$ cat src/rtl/pad_cfg_pkg.sv
package pad_cfg_pkg;
  localparam int DATA_W   = 32;
  localparam int UP_BIT   = 0;
  localparam int DIS_BIT  = 1;
  localparam int DRV_LSB  = 5;
  localparam int FSEL_LSB = 12;

  typedef struct packed {
    logic [1:0] fsel;
    logic [1:0] drv;
    logic       dis;
    logic       up;
  } pad_cfg_t;

  function automatic logic [DATA_W-1:0] pack_word(pad_cfg_t c);
    logic [DATA_W-1:0] w;
    w = '0;
    w[UP_BIT]          = c.up;
    w[DIS_BIT]         = c.dis;
    w[DRV_LSB +: 2]    = c.drv;
    w[FSEL_LSB +: 2]   = c.fsel;
    return w;
  endfunction
endpackage

$ cat src/rtl/pad_win_dec.sv
// Maps a byte address onto a pin index across three windows.
module pad_win_dec #(
  parameter int ADDR_W  = 12,
  parameter int PIN_W   = 7,
  parameter int W0_PINS = 36,
  parameter int W1_PINS = 17,
  parameter int W2_PINS = 44,
  parameter int W1_BASE = 'h100,
  parameter int W2_BASE = 'h180
) (
  input  logic [ADDR_W-1:0] addr_i,
  output logic              hit_o,
  output logic [PIN_W-1:0]  pin_o
);
  localparam int WIDX_W = ADDR_W - 2;
  localparam logic [WIDX_W-1:0] W0_END = WIDX_W'(W0_PINS);
  localparam logic [WIDX_W-1:0] W1_LO  = WIDX_W'(W1_BASE / 4);
  localparam logic [WIDX_W-1:0] W1_END = WIDX_W'(W1_BASE / 4 + W1_PINS);
  localparam logic [WIDX_W-1:0] W1_OFF = WIDX_W'(W0_PINS);
  localparam logic [WIDX_W-1:0] W2_LO  = WIDX_W'(W2_BASE / 4);
  localparam logic [WIDX_W-1:0] W2_END = WIDX_W'(W2_BASE / 4 + W2_PINS);
  localparam logic [WIDX_W-1:0] W2_OFF = WIDX_W'(W0_PINS + W1_PINS);

  logic [WIDX_W-1:0] widx;
  logic [WIDX_W-1:0] pidx;
  assign widx = addr_i[ADDR_W-1:2];

  always_comb begin
    hit_o = 1'b0;
    pidx  = '0;
    if (addr_i[1:0] == 2'b00) begin
      if (widx < W0_END) begin
        hit_o = 1'b1;
        pidx  = widx;
      end else if (widx >= W1_LO && widx < W1_END) begin
        hit_o = 1'b1;
        pidx  = widx - W1_LO + W1_OFF;
      end else if (widx >= W2_LO && widx < W2_END) begin
        hit_o = 1'b1;
        pidx  = widx - W2_LO + W2_OFF;
      end
    end
  end

  assign pin_o = PIN_W'(pidx);

  logic unused_pidx_hi;
  assign unused_pidx_hi = ^pidx;
endmodule

$ cat src/rtl/pad_cfg_cell.sv
// One pin's settings; function select only when HAS_FSEL.
module pad_cfg_cell
  import pad_cfg_pkg::*;
#(
  parameter bit HAS_FSEL = 1'b1
) (
  input  logic       clk_i,
  input  logic       rst_ni,
  input  logic       we_i,
  input  logic       up_i,
  input  logic       dis_i,
  input  logic [1:0] drv_i,
  input  logic [1:0] fsel_i,
  output pad_cfg_t   cfg_o
);
  logic       up_q, dis_q;
  logic [1:0] drv_q, fsel_q;

  always_ff @(posedge clk_i or negedge rst_ni) begin
    if (!rst_ni) begin
      up_q  <= 1'b0;
      dis_q <= 1'b0;
      drv_q <= 2'd0;
    end else if (we_i) begin
      up_q  <= up_i;
      dis_q <= dis_i;
      drv_q <= drv_i;
    end
  end

  if (HAS_FSEL) begin : g_fsel
    always_ff @(posedge clk_i or negedge rst_ni) begin
      if (!rst_ni)   fsel_q <= 2'd0;
      else if (we_i) fsel_q <= fsel_i;
    end
  end else begin : g_nofsel
    assign fsel_q = 2'd0;
    logic unused_fsel;
    assign unused_fsel = ^fsel_i;
  end

  always_comb begin
    cfg_o      = '0;
    cfg_o.up   = up_q;
    cfg_o.dis  = dis_q;
    cfg_o.drv  = drv_q;
    cfg_o.fsel = fsel_q;
  end
endmodule

$ cat src/rtl/pad_cfg_bank.sv
module pad_cfg_bank
  import pad_cfg_pkg::*;
#(
  parameter int NUM_PINS = 97,
  parameter int W0_PINS  = 36,
  parameter int W1_PINS  = 17,
  parameter int W1_BASE  = 'h100,
  parameter int W2_BASE  = 'h180,
  parameter int MUX_PINS = 36,
  parameter int ADDR_W   = 12
) (
  input  logic                  clk_i,
  input  logic                  rst_ni,
  input  logic                  req_valid_i,
  output logic                  req_ready_o,
  input  logic                  req_we_i,
  input  logic [ADDR_W-1:0]     req_addr_i,
  input  logic [31:0]           req_wdata_i,
  output logic                  rsp_valid_o,
  output logic [31:0]           rsp_rdata_o,
  output logic                  rsp_err_o,
  output logic [2*NUM_PINS-1:0] fsel_o,
  output logic [2*NUM_PINS-1:0] drive_o,
  output logic [NUM_PINS-1:0]   pull_en_o,
  output logic [NUM_PINS-1:0]   pull_up_o
);
  localparam int W2_PINS = NUM_PINS - W0_PINS - W1_PINS;
  localparam int PIN_W   = $clog2(NUM_PINS);

  logic             hit;
  logic [PIN_W-1:0] pin;
  pad_cfg_t         cfg [NUM_PINS];
  logic             wr_go;
  logic [31:0]      rd_word;

  assign req_ready_o = 1'b1;
  assign wr_go       = req_valid_i & req_we_i & hit;

  pad_win_dec #(
    .ADDR_W (ADDR_W),  .PIN_W  (PIN_W),
    .W0_PINS(W0_PINS), .W1_PINS(W1_PINS), .W2_PINS(W2_PINS),
    .W1_BASE(W1_BASE), .W2_BASE(W2_BASE)
  ) u_dec (
    .addr_i(req_addr_i),
    .hit_o (hit),
    .pin_o (pin)
  );

  for (genvar g = 0; g < NUM_PINS; g++) begin : g_pin
    pad_cfg_cell #(.HAS_FSEL(g < MUX_PINS)) u_cell (
      .clk_i (clk_i),
      .rst_ni(rst_ni),
      .we_i  (wr_go && (pin == PIN_W'(g))),
      .up_i  (req_wdata_i[UP_BIT]),
      .dis_i (req_wdata_i[DIS_BIT]),
      .drv_i (req_wdata_i[DRV_LSB +: 2]),
      .fsel_i(req_wdata_i[FSEL_LSB +: 2]),
      .cfg_o (cfg[g])
    );
    assign pull_up_o[g]     = cfg[g].up;
    assign pull_en_o[g]     = ~cfg[g].dis;
    assign drive_o[2*g +: 2] = cfg[g].drv;
    assign fsel_o[2*g +: 2]  = cfg[g].fsel;
  end

  assign rd_word = hit ? pack_word(cfg[pin]) : '0;

  always_ff @(posedge clk_i or negedge rst_ni) begin
    if (!rst_ni) begin
      rsp_valid_o <= 1'b0;
      rsp_err_o   <= 1'b0;
      rsp_rdata_o <= '0;
    end else begin
      rsp_valid_o <= req_valid_i;
      rsp_err_o   <= req_valid_i & ~hit;
      rsp_rdata_o <= (req_valid_i && !req_we_i) ? rd_word : '0;
    end
  end

  logic unused_wdata;
  assign unused_wdata = ^{req_wdata_i[31:14], req_wdata_i[11:7], req_wdata_i[4:2]};
endmodule

$ cat config.mk
export PLATFORM = sky130hd
export DESIGN_NAME = pad_cfg_bank
export DESIGN_NICKNAME = d
export VERILOG_FILES = /design/src/rtl/pad_cfg_pkg.sv /design/src/rtl/pad_win_dec.sv /design/src/rtl/pad_cfg_cell.sv /design/src/rtl/pad_cfg_bank.sv
export SDC_FILE = /design/constraint.sdc
export NUM_CORES = 1
export LEC_CHECK = 0
export CAP_MARGIN = 0
export CORE_AREA = 4 4 259 261
export CTS_CLUSTER_DIAMETER = 30
export DETAILED_ROUTE_END_ITERATION = 16
export DIE_AREA = 0 0 263 265
export SYNTH_ARGS = -nofsm -noshare
export SYNTH_HDL_FRONTEND = slang
export SYNTH_SLANG_ARGS = --single-unit
$ cat constraint.sdc
create_clock -name clk_i -period 2 [get_ports clk_i]
set_clock_uncertainty 0.2 [all_clocks]
set_input_delay 0.3 -clock clk_i [delete_from_list [all_inputs] [get_ports clk_i]]
set_output_delay 0.3 -clock clk_i [all_outputs]
set_load 0.005 [all_outputs]
==> flow_metrics.tcl <==
set metrics [dict create \
    status "complete, but fails checks" \
    violations "negative setup slack" \
    fin_cells 3796 \
    grtUsageTotal_pct 28.40 \
    cp.required_ns 2.38 \
    syn_inst 2022 \
    placed_cell_area_sq_mm 0.03117 \
    gp_congestion 0.9693 \
    p_per_area_mw_per_mm2 769.1 \
    hold_path.class "in2async" \
    wl_microns 106100 \
    cap_violations 0 \
    path_max_fanout 6 \
    dp_hpwl_microns 73890 \
    n_fill_cell 4906 \
    finalInstanceArea_sq_mm 0.03964 \
    final_common_cell "clkdlybuf4s50_1" \
    r2r_cells 6 \
    critical_path_arrival_ns 3.32 \
    path_class "in2reg" \
    setup_slack_ns -0.9373 \
    holdWs_ns 0.06177 \
    drc_errors 0 \
    cts.sinks 468 \
    synth_area_per_cell_sq_um 11.62 \
    hold_violations 0 \
    yosysWarnings 0 \
    ys_seq_elements 468 \
    path_clk_slew_ns 0.05 \
    wl_per_cell_microns 27.94 \
    design.die.area_sq_mm 0.06970 \
    rr_startpoint "g_pin[77].u_cell.up_q" \
    max_freq_mhz 340.4 \
    reg2reg_slack_ns 0.15 \
    detail-route-antenna-nets 0 \
    antenna_found_initial 2 \
    rows 93 \
    maxSlewHeadroom_pct 26.53 \
    grt_pass1_wl_microns 149400 \
    die_w_microns 263 \
    cts.path.max_buffers 3 \
    cts_tree "done" \
    dieHeight_microns 265 \
    synthFlopType "dfrtp_1" \
    io_buffers 489 \
    multi_input_area_sq_mm 0.01251 \
    core_sq_mm 0.06446 \
    final_util_pct 61.49 \
    tightest_slew_ns 1.098 \
    synth_edf_count 0 \
    timing.setup.tns_ns -400.53 \
    max-vdd-ir-drop_uv 740.3 \
    h-tree-depth 3 \
    final_cell_mix "474 x clkdlybuf4s50_1, 468 x dfrtp_1, 281 x mux2_4, 256 x buf_4, 198 x o22ai_1" \
    startpoint_type "input pin" \
    grt_max_degree 98 \
    grt-ovfl-total 0 \
    syn_area_sq_mm 0.02349 \
    insertion_delay_ns 0.66 \
    drv_slew 0 \
    synth_cell_type_count 67 \
    crit-reg2reg-capture "rsp_rdata_o[0]" \
    start_util_pct 36.44 \
    viasPerCell 5.417 \
    cts-root-buf "clkbuf_16" \
    grt_pass1_vias 21415 \
    critPathCaptureType "flop" \
    fin_crit_ns 2.937 \
    leakage_nw 18.02 \
    num_antenna_cells 0 \
    drtIter0Drc 1442 \
    regArea_sq_mm 0.01171 \
    dr_total_vias 20564 \
    area_delta_synth_final_pct 68.73 \
    yosysSeqAreaShare_pct 49.85 \
    rsz0062_at_grt "true" \
    drive_gt1_share_pct 46.28 \
    nNetsFinal 2903 \
    placedCellCount 3478 \
    first_pass_iters 5 \
    pin_count 665 \
    synthArstFlopShare_pct 100.0 \
    finalSetupViolCount 932 \
    min_period_over_period_pct 146.9 \
    cts_buffers 107 \
]
[how the worst max path moves through the flow]
stage / startpoint / end / cells after the start
floorplan: req_addr_i[7] / g_pin[58].u_cell.dis_q / 12
global placement: req_addr_i[4] / rsp_rdata_o[1] / 14
detailed placement: req_addr_i[4] / rsp_rdata_o[1] / 14
CTS: req_addr_i[9] / g_pin[63].u_cell.drv_q[0] / 13
global route: req_addr_i[10] / rsp_rdata_o[1] / 15
finish: req_addr_i[8] / rsp_rdata_o[5] / 13
[sequential cells by signal (all words and copies together) (netlist names)]
signal,flops
g_pin.u_cell.drv_q,194
g_pin.u_cell.dis_q,97
g_pin.u_cell.up_q,97
g_pin.u_cell.fsel_q,72
rsp_rdata_o,6
rsp_err_o,1
rsp_valid_o,1
[layer usage]
metal | vias up | wire length, microns | global-route usage (%)
met4 | 4 | 3640 | 9.803
met2 | 1127 | 51510 | 47.53
li1 | 8593 | - | -
met5 | - | 27 | 0
met3 | 233 | 7896 | 6.590
met1 | 10607 | 43000 | 36.42
[stage by stage]
| stage | setup slack, ns | total power [mW] |
|---|---|---|
| finish | -0.9373 | 30.49 |
| global route | -0.9854 | 31.27 |
| CTS | -0.8480 | 30.51 |
| detailed placement | -2.349 | 10.97 |
| global placement | -2.404 | 10.96 |
| floorplan | -1.029 | 10.35 |
[worst max-delay path, stage by stage]
cell and delay (ns):
buf_6 0.09, or4b_4 0.57, o22a_4 0.29, o311ai_4 0.29, or2_4 0.27, buf_12 0.13
buf_12 0.13, buf_4 0.14, o22ai_1 0.07, o21ai_1 0.29, nand4_1 0.29, a221oi_2 0.30
a21o_1 0.14
[layout make-up]
class	count	area share, %
clock buffer	137	7.572
clock inverter	63	2.569
inverter	103	0.9753
multi-input combinational	1233	31.56
sequential	468	29.54
tap	855	2.699
timing repair buffer	937	25.08
[where the power goes]
group          internal [mW]  total [mW]  switching [mW]
logic                  0.622        1.63            1.01
clock network           13.4        19.3            5.89
registers               9.52        9.55          0.0294
[Yosys cell counts (all sizes together) (9+ instances only)]
cell type / number / area (sq um)
nor2: 70 / 455.4
a41oi: 16 / 140.1
o22ai: 209 / 1321
buf: 290 / 2073
o21ai: 107 / 535.5
nand4: 10 / 62.56
clkbuf: 75 / 282.8
dfrtp: 468 / 11710
inv: 103 / 386.6
nand2: 72 / 297.8
mux2: 460 / 5180
nand2b: 9 / 56.30
a22oi: 21 / 157.7
a21o: 9 / 67.56
a21oi: 23 / 115.1
[cells by family after synthesis]
family                     share of synthesized area, %
buffers and inverters                             11.67
AOI/OAI and AO/OA                                 11.24
muxes                                             22.05
adders and majority gates                        0.2663
xor gates and xnor gates                        0.07457
other                                           0.03197
DFF                                               49.85
and+or+nand+nor                                   4.820
[what timing repair did]
action / 4_1_cts / 5_1_grt
hold endpoints to repair: 455 / 0
resized for setup: 497 / 315
hold buffers: 2 / 0
setup buffers: 85 / 53
gates cloned: 6 / 1
pin swaps: 98 / 113
endpoints found under the setup margin: 934 / 958
(Power assumes the default switching activity.)
